[src/rtl/cardflow_ctrl.sv]
module cardflow_ctrl #(
  parameter int DATA_W     = 8,
  parameter int FIFO_DEPTH = 8,
  parameter int CLK_DIV    = 2
) (
  input  logic              clk,
  input  logic              rst_n,
  input  logic              xfer_en,
  input  logic              dir_rx,
  input  logic              flow_en,
  input  logic [1:0]        full_irq_mask,
  input  logic              cpu_wr,
  input  logic [DATA_W-1:0] cpu_wdata,
  input  logic              cpu_rd,
  output logic [DATA_W-1:0] cpu_rdata,
  output logic              card_clk,
  output logic              card_strobe,
  output logic [DATA_W-1:0] card_tx_data,
  input  logic [DATA_W-1:0] card_rx_data,
  output logic [1:0]        fifo_empty,
  output logic [1:0]        fifo_full,
  output logic [1:0]        irq_full,
  output logic              err_ovr,
  output logic              err_udr
);

  localparam int ENTRIES = 2 * FIFO_DEPTH;
  localparam int PW      = $clog2(ENTRIES);
  localparam int HW      = (CLK_DIV > 1) ? $clog2(CLK_DIV) : 1;
  localparam logic [PW-1:0] LAST  = PW'(ENTRIES - 1);
  localparam logic [HW-1:0] HLAST = HW'(CLK_DIV - 1);

  logic [DATA_W-1:0]  mem [ENTRIES];
  logic [ENTRIES-1:0] valid;
  logic [PW-1:0]      wp, rp;
  logic               stalled, clk_q;
  logic [HW-1:0]      hcnt;
  logic               ovr_q, udr_q;

  for (genvar k = 0; k < 2; k++) begin : g_half
    assign fifo_full[k]  = &valid[k*FIFO_DEPTH +: FIFO_DEPTH];
    assign fifo_empty[k] = ~|valid[k*FIFO_DEPTH +: FIFO_DEPTH];
  end

  assign irq_full = fifo_full & ~full_irq_mask;

  wire run_req = xfer_en & (~flow_en | ~stalled);
  assign card_strobe = ~clk_q & run_req & (hcnt == HLAST);
  assign card_clk = clk_q;

  wire tx        = ~dir_rx;
  wire wr_try    = xfer_en & tx & cpu_wr;
  wire rd_try    = xfer_en & dir_rx & cpu_rd;
  wire slot_used = valid[wp];
  wire head_ok   = valid[rp];

  wire push = (wr_try & ~slot_used) | (card_strobe & dir_rx & ~slot_used);
  wire pop  = (rd_try & head_ok) | (card_strobe & tx & head_ok);
  wire [DATA_W-1:0] push_data = dir_rx ? card_rx_data : cpu_wdata;

  wire stall_set = tx ? (&fifo_empty) : (&fifo_full);
  wire stall_clr = tx ? (|fifo_full)  : (|fifo_empty);

  assign cpu_rdata    = mem[rp];
  assign card_tx_data = mem[rp];
  assign err_ovr      = ovr_q;
  assign err_udr      = udr_q;

  always_ff @(posedge clk or negedge rst_n) begin
    if (!rst_n) begin
      valid <= '0;
      wp    <= '0;
      rp    <= '0;
    end else if (!xfer_en) begin
      valid <= '0;
      wp    <= '0;
      rp    <= '0;
    end else begin
      if (push) begin
        valid[wp] <= 1'b1;
        wp        <= (wp == LAST) ? '0 : wp + 1'b1;
      end
      if (pop) begin
        valid[rp] <= 1'b0;
        rp        <= (rp == LAST) ? '0 : rp + 1'b1;
      end
    end
  end

  always_ff @(posedge clk) begin
    if (push) mem[wp] <= push_data;
  end

  always_ff @(posedge clk or negedge rst_n) begin
    if (!rst_n)                      stalled <= 1'b1;
    else if (!xfer_en)               stalled <= 1'b1;
    else if (stalled && stall_clr)   stalled <= 1'b0;
    else if (!stalled && stall_set)  stalled <= 1'b1;
  end

  always_ff @(posedge clk or negedge rst_n) begin
    if (!rst_n) begin
      clk_q <= 1'b0;
      hcnt  <= '0;
    end else if (!clk_q) begin
      if (!run_req)            hcnt <= '0;
      else if (hcnt == HLAST) begin
        clk_q <= 1'b1;
        hcnt  <= '0;
      end else                 hcnt <= hcnt + 1'b1;
    end else begin
      if (hcnt == HLAST) begin
        clk_q <= 1'b0;
        hcnt  <= '0;
      end else                 hcnt <= hcnt + 1'b1;
    end
  end

  always_ff @(posedge clk or negedge rst_n) begin
    if (!rst_n) begin
      ovr_q <= 1'b0;
      udr_q <= 1'b0;
    end else if (!xfer_en) begin
      ovr_q <= 1'b0;
      udr_q <= 1'b0;
    end else begin
      if (wr_try && slot_used) ovr_q <= 1'b1;
      if (rd_try && !head_ok)  udr_q <= 1'b1;
    end
  end


  clk_rise_gated_chk: assert property (@(posedge clk) disable iff (!rst_n)
    $rose(clk_q) |-> $past(run_req));


  tx_no_starve_chk: assert property (@(posedge clk) disable iff (!rst_n)
    (card_strobe && !dir_rx && flow_en) |-> (fifo_empty != 2'b11));


  rx_no_overflow_chk: assert property (@(posedge clk) disable iff (!rst_n)
    (card_strobe && dir_rx && flow_en) |-> (fifo_full != 2'b11));


  ovr_sticky_chk: assert property (@(posedge clk) disable iff (!rst_n)
    (err_ovr && xfer_en) |=> err_ovr);


  udr_sticky_chk: assert property (@(posedge clk) disable iff (!rst_n)
    (err_udr && xfer_en) |=> err_udr);


  flush_chk: assert property (@(posedge clk) disable iff (!rst_n)
    !xfer_en |=> (fifo_empty == 2'b11 && !err_ovr && !err_udr));

endmodule

[config.mk]
export PLATFORM = sky130hd
export DESIGN_NAME = cardflow_ctrl
export DESIGN_NICKNAME = d
export VERILOG_FILES = /design/src/rtl/cardflow_ctrl.sv
export SDC_FILE = /design/constraint.sdc
export NUM_CORES = 1
export LEC_CHECK = 0
export BUFFER_PORTS_ARGS = -buffer_cell sky130_fd_sc_hd__buf_4
export CAP_MARGIN = 10
export CELL_PAD_IN_SITES_DETAIL_PLACEMENT = 2
export CELL_PAD_IN_SITES_GLOBAL_PLACEMENT = 2
export CORE_ASPECT_RATIO = 1.25
export CORE_UTILIZATION = 45
export CTS_CLUSTER_DIAMETER = 150
export DETAILED_ROUTE_END_ITERATION = 6
export PLACE_DENSITY = 0.79
export SLEW_MARGIN = 25
export SYNTH_ARGS = -nofsm -noshare
export SYNTH_HDL_FRONTEND = slang
export SYNTH_SLANG_ARGS = --single-unit
[constraint.sdc]
create_clock -name clk -period 3.55 [get_ports clk]
set_clock_uncertainty 0.15 [all_clocks]
set_input_delay 0.5325 -clock clk [delete_from_list [all_inputs] [get_ports clk]]
set_output_delay 0.5325 -clock clk [all_outputs]
set_load 0.03 [all_outputs]
-- Word-level counts from Yosys, hierarchy flattened
Memories as Yosys holds them, arrays and structs flattened.
Index checks and enable logic that the tools add are counted.
- flip-flop bits (word level): 29
- RAM bits: 128
- input port bits: 25
- output and inout port bits: 26
- word-level logic and storage cells: 104
- memories kept: 1
- $add $sub $neg: 3
- $lt $le $gt $ge: 4
- eq/ne operators: 7
- mux-type cells: 37
- bitwise logic cells: 26
- reductions and logical operators: 18
- memory list (name ; words ; width ; rd ports ; clocked after memory_dff ; wr ports ; RTL line ; text):
    mem ; 16 ; 8 ; 1 ; 0 ; 1 ; 33 ; logic [DATA_W-1:0] mem [ENTRIES];
- operators with widths (kind ; number):
    $mux 16 ; 4
    $mux 4 ; 6
    $mux 1 ; 22
    $and 16x16->16 ; 1
    $not 16->16 ; 1
    $or 16x16->16 ; 1
    $reduce_and 16->1 ; 1
    $reduce_and 8->1 ; 2
    $reduce_or 8->1 ; 2
    $and 1x1->1 ; 13
    $lt 4x5->1 const B ; 2
    $add 4x1->4 const B ; 2
    $bmux 1 s4 ; 2
    $demux 1 s4 ; 2
    $eq 4x4->1 const B ; 2
    $ge 4x1->1 const B ; 2
    $mux 8 ; 1
    $ne 2x1->1 const B ; 4
    $logic_and 1x1->1 ; 6
    $not 1->1 ; 5
    $logic_not 1->1 ; 4
    $reduce_or 2->1 ; 2
    $ne 3x1->1 const B ; 1
    $or 1x1->1 ; 3
    4 further kinds ; 4

-- Depth between registers and ports, before layout
Gate-level depths: netlist of run 1.
- depth after elaboration: 13
- gate-level depth with buffers: 7
- depth with buffers taken out: 5

-- Least setup slack after synthesis of run 1
Ideal clock, no wire load.
- path kind: flip-flop to output port
- from: register rp[0]
- to: output port cpu_rdata[0]
- arrival time: 2.441 ns
- required time: 2.867 ns
- slack: 0.427 ns
- stages on the path, launching flop included: 6
- buffers on the path: 3
- cells stage by stage: dfrtp_1 buf_2 buf_1 mux4_2 mux4_2 buf_4
- longest elaborated chain between the ends: 1
- RTL lines (item ; RTL line ; text):
    start, declared ; 35 ; logic [PW-1:0] wp, rp;
    start signal, assigned ; 85 ; rp <= (rp == LAST) ? '0 : rp + 1'b1;
    $mem_v2 16x8 ; n/a ;
    end, declared ; 15 ; output logic [DATA_W-1:0] cpu_rdata,
No other way between the ends.

-- Worst setup path after layout of run 1
- from: register rp[0]
- to: output port cpu_rdata[1]
The elaborated chain is that of the path after synthesis.

==> results of run 1 <==
report_power, final:
part           internal [W]  leakage, nW  switching (W)  total (W)
Combinational      0.000176        0.988       0.000283   0.000458
Sequential          0.00205         1.55      0.0000391    0.00208
Clock               0.00104        0.278       0.000744    0.00178
Total               0.00326         2.81        0.00107    0.00433
what timing repair did:
| item | 4_1_cts | 5_1_grt |
|---|---|---|
| setup endpoints to repair | 0 | 0 |
| hold buffers | 1 | 0 |
| endpoints found under the hold margin | 28 | 0 |
tightest hold or removal path: stages:
cell                      delay (ns)
sky130_fd_sc_hd__buf_4          0.11
sky130_fd_sc_hd__nand3_1        0.10
sky130_fd_sc_hd__o21ai_0        0.10
cell usage after synthesis (3+ instances only):
cell type / instances / area [µm²]
sky130_fd_sc_hd__mux2_2: 11 / 123.9
sky130_fd_sc_hd__dfrtp_1: 28 / 700.7
sky130_fd_sc_hd__nor2_4: 7 / 78.83
sky130_fd_sc_hd__ha_1: 8 / 100.1
sky130_fd_sc_hd__mux2i_1: 10 / 100.1
sky130_fd_sc_hd__mux4_2: 42 / 945.9
sky130_fd_sc_hd__or2_2: 3 / 18.77
sky130_fd_sc_hd__o21ai_0: 5 / 25.02
sky130_fd_sc_hd__clkbuf_1: 8 / 30.03
sky130_fd_sc_hd__inv_1: 17 / 63.81
sky130_fd_sc_hd__buf_4: 9 / 67.56
sky130_fd_sc_hd__a22oi_1: 3 / 22.52
sky130_fd_sc_hd__nor4_1: 4 / 25.02
sky130_fd_sc_hd__nand3_1: 6 / 30.03
sky130_fd_sc_hd__nor2_1: 16 / 60.06
sky130_fd_sc_hd__nor2b_1: 3 / 18.77
sky130_fd_sc_hd__nand4_1: 7 / 43.79
sky130_fd_sc_hd__buf_6: 3 / 33.78
sky130_fd_sc_hd__o221a_2: 14 / 157.7
sky130_fd_sc_hd__a21oi_1: 5 / 25.02
sky130_fd_sc_hd__nand2_1: 15 / 56.30
sky130_fd_sc_hd__edfxtp_1: 128 / 3844
sky130_fd_sc_hd__clkbuf_8: 3 / 41.29
sky130_fd_sc_hd__nand2b_1: 6 / 37.54
logic make-up (layout without fill, tap and decap cells):
| logic type | Yosys count | count (layout) | synth area share |
|---|---|---|---|
| adders and majority gates | 8 | 8 | 0.01429 |
| DFF | 157 | 157 | 0.6524 |
| buffers and inverters | 46 | 116 | 0.03983 |
| AOI/OAI and AO/OA | 46 | 46 | 0.05769 |
| muxes | 65 | 65 | 0.1745 |
| and+or+nand+nor | 75 | 75 | 0.06126 |
flip-flops by register name (all words and copies together) (netlist names):
signal    flops
hcnt          1
valid        16
card_clk      1
wp            4
err_udr       1
err_ovr       1
stalled       1
mem         128
rp            4
through the flow:
stage / instance area (µm²) / hold WS, ns / setup WS [ns] / utilization / power, W
global placement: 7560 / 0.3361 / 0.6361 / 0.5014 / 0.002556
floorplan: 7005 / 0.08691 / 0.4268 / - / 0.002427
global route: 8148 / 0.3326 / 0.1856 / 0.5404 / 0.004442
CTS: 8145 / 0.3012 / 0.2667 / 0.5402 / 0.004370
finish: 8148 / 0.3090 / 0.3242 / 0.5404 / 0.004326
detailed placement: 7560 / 0.3439 / 0.4024 / 0.5014 / 0.002580
routing by layer:
| metal | track usage | share of wire | wire length (µm) |
|---|---|---|---|
| met1 | 0.3022 | 0.37 | 7167 |
| met4 | 0.1087 | 0.021 | 400 |
| met2 | 0.4724 | 0.56 | 10810 |
| met5 | 0 | 0 | 0 |
| met3 | 0.03973 | 0.053 | 1033 |
worst max path at each step:
stage	from	end	slack [ns]	depth (start not counted)
after floorplan	rp[0]$_DFFE_PN0P_	cpu_rdata[0]	0.43	5
after global placement	xfer_en	valid[5]$_DFF_PN0_	0.64	6
after detailed placement	xfer_en	valid[5]$_DFF_PN0_	0.40	6
after CTS	rp[0]$_DFFE_PN0P_	card_tx_data[5]	0.27	4
after global routing	rp[2]$_DFFE_PN0P_	card_tx_data[6]	0.19	3
final	rp[0]$_DFFE_PN0P_	cpu_rdata[1]	0.32	4
area by class of cell:
| class | instances | area [µm²] |
|---|---|---|
| flip-flops and latches | 157 | 4572 |
| well taps | 208 | 260.3 |
| clock buffers | 19 | 432.9 |
| clock inverters | 13 | 142.6 |
| repair buffers | 67 | 518.0 |
| inverters | 17 | 63.81 |
| fillers | 1349 | 6929 |
| multi-input cells | 194 | 2158 |
==> results.txt, run 1 <==
The number of antenna violations at the first check in global routing came to 0. The global-route total usage across every layer came out at 0.2591. The die is 141.5 µm tall. The sequential fraction of the synthesis area came out at 0.6524. The depth of the worst hold-timing path came out at 3.

In the finished design, the share of the clock period the worst path needs comes to 0.9087. The remaining antenna violation count came out at 0. The worst register-to-register path ends at mem[10][0]$_DFFE_PP_.

For this run, the leading register cell type out of synthesis is sky130_fd_sc_hd__edfxtp_1. The count of nets after finishing came out at 487. The setup total negative slack came out at 0 ns. The count of final hold-check violations is 0. At the end of routability-driven placement, the weighted congestion stood at 0.8459. For this block, the routed nets add up to 19.41 mm of wire. The leakage power figure is 2.813 nW.

Dividing the detail-routed wire length by the instance count gives 28.75 µm. The root buffer selected by CTS is sky130_fd_sc_hd__clkbuf_16. The width of the die is 113.6 µm. For this run, the slowest stage of the critical path takes 0.62 ns. Traced cell by cell, the critical path runs through buf_4 > mux4_2 > mux4_2 > buf_4. Setup repair after global routing left no endpoint under its margin. The TritonCTS buffer count is 17.

The number of synthesized flops with an enable pin came out at 128. The post-cts repair resize count came out at 0. The maximum number of pins on one net before global-route repair came out at 33. The synthesis-stage register bit count came out at 157.

The H-tree level count is 4. The floorplan die area came out at 16070 µm². The wire length of the first global-routing pass is 28.70 mm. In the synthesized netlist the async set-or-reset flop fraction comes to 0.1847. In this run the worst path has a maximum fanout of 25.

The maximum buffer depth of the clock tree came out at 2. The depth of the most critical reg-to-reg path came out at 4. The worst hold path terminates at err_udr$_DFFE_PN0P_. The number of detailed-routing iterations run before antenna repair came out at 4. The number of nets in the synthesized netlist came out at 430.

After the first detailed-routing iteration, the DRC count stood at 257. The number of different library cells in the post-synthesis netlist came out at 51. In this run the worst hold path is classified as in2reg. The start point of the worst min-delay path is cpu_rd. The DRC violations left is 0. The highest attainable clock frequency is 310.0 MHz. The number of pins with negative max-slew slack in the final report came out at 0. The slowest stage of the critical path is the sky130_fd_sc_hd__mux4_2 cell. The library cell used most frequently in the layout, excluding fill and tap cells, is sky130_fd_sc_hd__edfxtp_1. The worst register-to-register path begins at wp[1]$_DFFE_PN0P_.

The via count of the first global-routing pass is 4483. The total power per unit cell area came out at 531.0 nW/µm². The clock drives 157 sinks. The final-report setup violation count came out at 0. Counting I/O delays and the setup requirement, the final critical path takes 3.226 ns. The repair_antennas step left the layout with diodes totalling 0. The clock tree from TritonCTS is done. In this run the tightest slew margin relative to its limit is 0.4317. Compared with the post-synthesis result, the final layout area differs by 16.31%.

Grouping stages by cell kind, the critical path spends the most delay in multiplexers. The worst endpoint required time came out at 2.87 ns. The slack of the worst reg-to-reg path is 0.59 ns. Once layout is complete, the cells apart from fillers number 675. The number of ports placed on the die boundary came out at 51. Across the VDD grid, the largest voltage drop is 0.3472 mV. The flow ran to the end, and the final reports show no timing, DRC or antenna violations. The count of standard-cell rows came out at 50.

The top cell types in the final layout, fill and taps aside, are sky130_fd_sc_hd__edfxtp_1, sky130_fd_sc_hd__buf_4, sky130_fd_sc_hd__mux4_2. Of the cells placed in the final design, the portion with a size suffix greater than 1 is 0.3854. The via-per-instance ratio came out at 5.933.

The core footprint is 15080 µm². The worst setup path is of the reg2out kind. The detailed router placed 4005 vias in this run. The post-CTS setup buffer count is 0. The mapped cell area is 7005 µm². The clock insertion delay at the later pin of the skew report is 0.42 ns.

The starting density of the core is 0.4646. The worst setup path is launched from a register. The HPWL after detailed placement is 12.95 mm. The clock transition time at the flip-flop clock pins of the worst setup and hold paths came out at 0.06 ns.

The tool flagged a number of max-cap violations equal to 0. During synthesis, Yosys emitted a total of 0 warnings. The measured slew at the worst slew-check pin came out at 0.8515 ns.

The per-instance average area after synthesis is 17.65 µm². The gate count of the mapped netlist came out at 397. The worst path buffer plus inverter count is 2. The total instance count after detailed placement came out at 642. The global-route congestion overflow total came out at 0. The kind of end point of the critical path is an output port. At the worst endpoint, the arrival time is 2.54 ns.

The total of buffers placed on input and output ports is 50.
No activity file was read; power rests on OpenSTA's default activity.
==> run 2: changes to the inputs <==
Settings changed: CORE_UTILIZATION 45 to 41, PLACE_DENSITY 0.79 to 0.76.
Clock period 3.55 ns to 2.9 ns, I/O delays scaled along.
==> results.txt, run 2 (synthesis gave the netlist of run 1 again) <==
The final-layout fill cell count is 1519 (+13%). The final total power came out at 0.005252 W (+21%). The per-cell routed wire length came out at 27.88 µm (-3.0%). The worst register-to-register path ends at mem[8][7]$_DFFE_PP_. The flow ran to the end, but the final reports show violations. The remaining antenna violation count is 0 (unchanged).

The design area came out at 8389 µm² (+3.0%). The register area is 4572 µm² (unchanged). The switching share of total power was 0.2488 (+0.002411). The power spent charging and discharging nets came to 0.001307 W (+23%).

The vertical die dimension is 148.1 µm (+4.7%). The number of flip-flops in the largest register was 128 (unchanged). The area of combinational cells with multiple inputs was 2156 µm² (-0.12%). The count of nets after finishing came out at 500 (+2.7%). The routed via count was 4026 (+0.52%). The largest registers in the layout are mem x128, valid x16. The TritonCTS buffer count is 17 (unchanged). The leakage power figure is 2.899 nW (+3.1%). The count of final hold-check violations is 0 (unchanged). The clock transition time at the flip-flop clock pins of the worst setup and hold paths is 0.06 ns (about the same). The timing startpoint of the critical path is rp[0]$_DFFE_PN0P_.

The global routing met1 resource utilization came out at 0.2738 (-0.02835). Counting flops per register, the top entry is mem. The count of clock tree sinks came out at 157 (unchanged). The total instance count after detailed placement came out at 661 (+3.0%). The number of pins with negative max-slew slack in the final report is 0 (unchanged). The depth of the most critical reg-to-reg path is 4 (unchanged). In this run the most used layer during global routing was met2. The maximum number of pins on one net before global-route repair is 42 (+27%).

The area after detailed placement is 7652 µm² (+1.2%). The clock insertion delay at the later pin of the skew report came out at 0.42 ns (about the same). The minimum setup slack in the final design is -0.1050 ns (-0.4292 ns). The signal arrival time at the worst endpoint came out at 2.42 ns (-0.12 ns). The total of buffers placed on input and output ports came to 50 (unchanged).

The number of antenna diodes is 0 (unchanged). The type of the most critical hold path is in2reg. The starting density of the core came to 0.4176 (-0.04709). The starting DRC count in detailed routing is 307 (+19%). The maximum buffer depth of the clock tree is 2 (unchanged).

The HPWL after detailed placement is 13.21 mm (+2.0%). The width of the die is 118.9 µm (+4.7%). The share of power burned in combinational logic came out at 0.121 (+0.015).

The pre-CTS setup slack is 0.1506 ns (-0.2518 ns). The sequential group share of total power is 0.483 (about the same). The post-layout instance count excluding filler cells came to 700 (+3.7%). The met3 track demand over resource came out at 0.03298 (-0.006751). In the layout the commonest cells are sky130_fd_sc_hd__edfxtp_1, sky130_fd_sc_hd__buf_4, sky130_fd_sc_hd__mux4_2. TritonCTS built the clock tree. The highest attainable clock frequency came out at 332.8 MHz. The core footprint is 16780 µm² (+11%).

In this run the worst setup path terminates at card_tx_data[4]. Setup repair after global routing could not meet its margin everywhere. The routed design could run at a clock period as short as 3.005 ns. The worst endpoint required time was 2.32 ns (-0.55 ns).

The fraction of layout instances using a drive strength above 1 came out at 0.4000 (+0.01456). The final-report setup violation count came out at 16 (+16). The number of max-cap violations came out at 0 (unchanged).

The total power per unit cell area was 626.0 nW/µm² (+18%). The routed wire length came out at 19.52 mm (+0.55%). Relative to the synthesized area, the layout overhead comes to 19.75%. The DRC violations left came out at 0 (unchanged). The tree is rooted in a sky130_fd_sc_hd__clkbuf_16. The via-per-instance ratio came out at 5.751 (-3.1%). The final reports fail on negative setup slack. The leading cell type in the layout, fill and taps excluded is sky130_fd_sc_hd__edfxtp_1. The worst hold margin came out at 0.2126 ns (-0.09636 ns). The number of detailed-routing iterations run before antenna repair came out at 4 (unchanged).

The critical path is of the reg2out type. The global-route congestion overflow total came out at 0 (unchanged). The largest fanout on the critical path is 8 (-68%).

Dividing the final minimum period by the clock period gives 1.036. The wire length of the first global-routing pass is 29.45 mm (+2.6%). The via count of the first global-routing pass was 4519 (+0.80%). The global-route total usage across every layer came out at 0.2385 (-0.02060). The number of ports placed on the die boundary is 51 (unchanged). The measured slew at the worst slew-check pin is 0.7177 ns (-0.1338 ns).

The slack of the worst reg-to-reg path is 0.13 ns (-0.46 ns). The cell internal power dissipation is 0.003945 W (+21%). The routability congestion estimate came to 0.8271 (-2.2%). In this run the critical register-to-register path is launched from wp[1]$_DFFE_PN0P_. The maximum vdd drop came to 0.3629 mV (+4.5%). The number of antenna violations at the first check in global routing is 0 (unchanged). The share of total power in the clock network came out at 0.395 (-0.017). STA classifies the critical path endpoint as an output port. The met2 routing resource usage after global routing is 0.4436 (-0.02883). The H-tree level count was 4 (unchanged). The floorplan die area is 17620 µm² (+9.6%). The element type at the critical path start is a register. The count of standard-cell rows was 53 (+6.0%). The worst slew margin relative to its limit is 0.5215 (+0.08985).
==> run 2: changes by cell type in the layout (fill, tap and decap cells not counted), sizes merged <==
cell / previous run / this run
clkinvlp: 2 / 6
clkbuf: 19 / 18
bufinv: 2 / 1
buf: 66 / 79
inv: 19 / 17
==> run 2: worst min-delay path by stage <==
stage | startpoint | endpoint | slack [ns] | cells after the start
finish | flow_en | hcnt$_DFF_PN0_ | 0.21 | 3
detailed placement | rst_n | hcnt$_DFF_PN0_ | 0.24 | 1
global placement | rst_n | err_udr$_DFFE_PN0P_ | 0.24 | 1
floorplan | rst_n | card_clk$_DFF_PN0_ | -0.01 | 0
CTS | xfer_en | wp[2]$_DFFE_PN0P_ | 0.20 | 2
global route | xfer_en | wp[2]$_DFFE_PN0P_ | 0.23 | 2
==> run 2: power groups by stage <==
stage / clock, W / combinational (W) / sequential, W
6_report: 0.00208 / 0.000637 / 0.00254
5_1_grt: 0.00218 / 0.000682 / 0.00254
4_1_cts: 0.00212 / 0.000637 / 0.00254
3_5_place_dp: 0 / 0.000590 / 0.00258
3_3_place_gp: 0 / 0.000570 / 0.00258
2_1_floorplan: 0 / 0.000382 / 0.00259
==> run 2: layout make-up <==
cell class,instances,share of cell area
Clock buffer,18,0.05116
Tap cell,220,0.03281
Sequential cell,157,0.5450
Multi-Input combinational cell,194,0.2570
Timing Repair Buffer,80,0.09172
Clock inverter,14,0.01477
Inverter,17,0.007606
==> run 2: routing by layer <==
layer | wire length, µm | part of all wire
met1 | 7458 | 0.38
met2 | 10890 | 0.56
met3 | 565 | 0.029
met4 | 599 | 0.031
met5 | 0 | 0
==> run 2: worst max-delay path, cell delays in order, from the launching register on <==
cell,delay (ns)
sky130_fd_sc_hd__dfrtp_2,0.45
sky130_fd_sc_hd__buf_4,0.15
sky130_fd_sc_hd__buf_12,0.14
sky130_fd_sc_hd__mux4_2,0.55
sky130_fd_sc_hd__mux4_2,0.53
sky130_fd_sc_hd__buf_6,0.17
==> run 2: what timing repair did <==
action / 4_1_cts / 5_1_grt
setup endpoints to repair: 16 / 16
cloned: 3 / 0
pin swaps: 0 / 0
resized for setup: 12 / 6
buffers inserted: 2 / 1
endpoints found under the hold margin: 28 / 0
hold buffers: 1 / 0
==> run 2: per-stage QoR <==
| step | util | setup TNS [ns] |
|---|---|---|
| global route | 0.5000 | -2.082 |
| detailed placement | 0.4561 | 0 |
| floorplan | - | 0 |
| CTS | 0.4982 | -1.766 |
| global placement | 0.4561 | 0 |
| finish | 0.5000 | -1.293 |
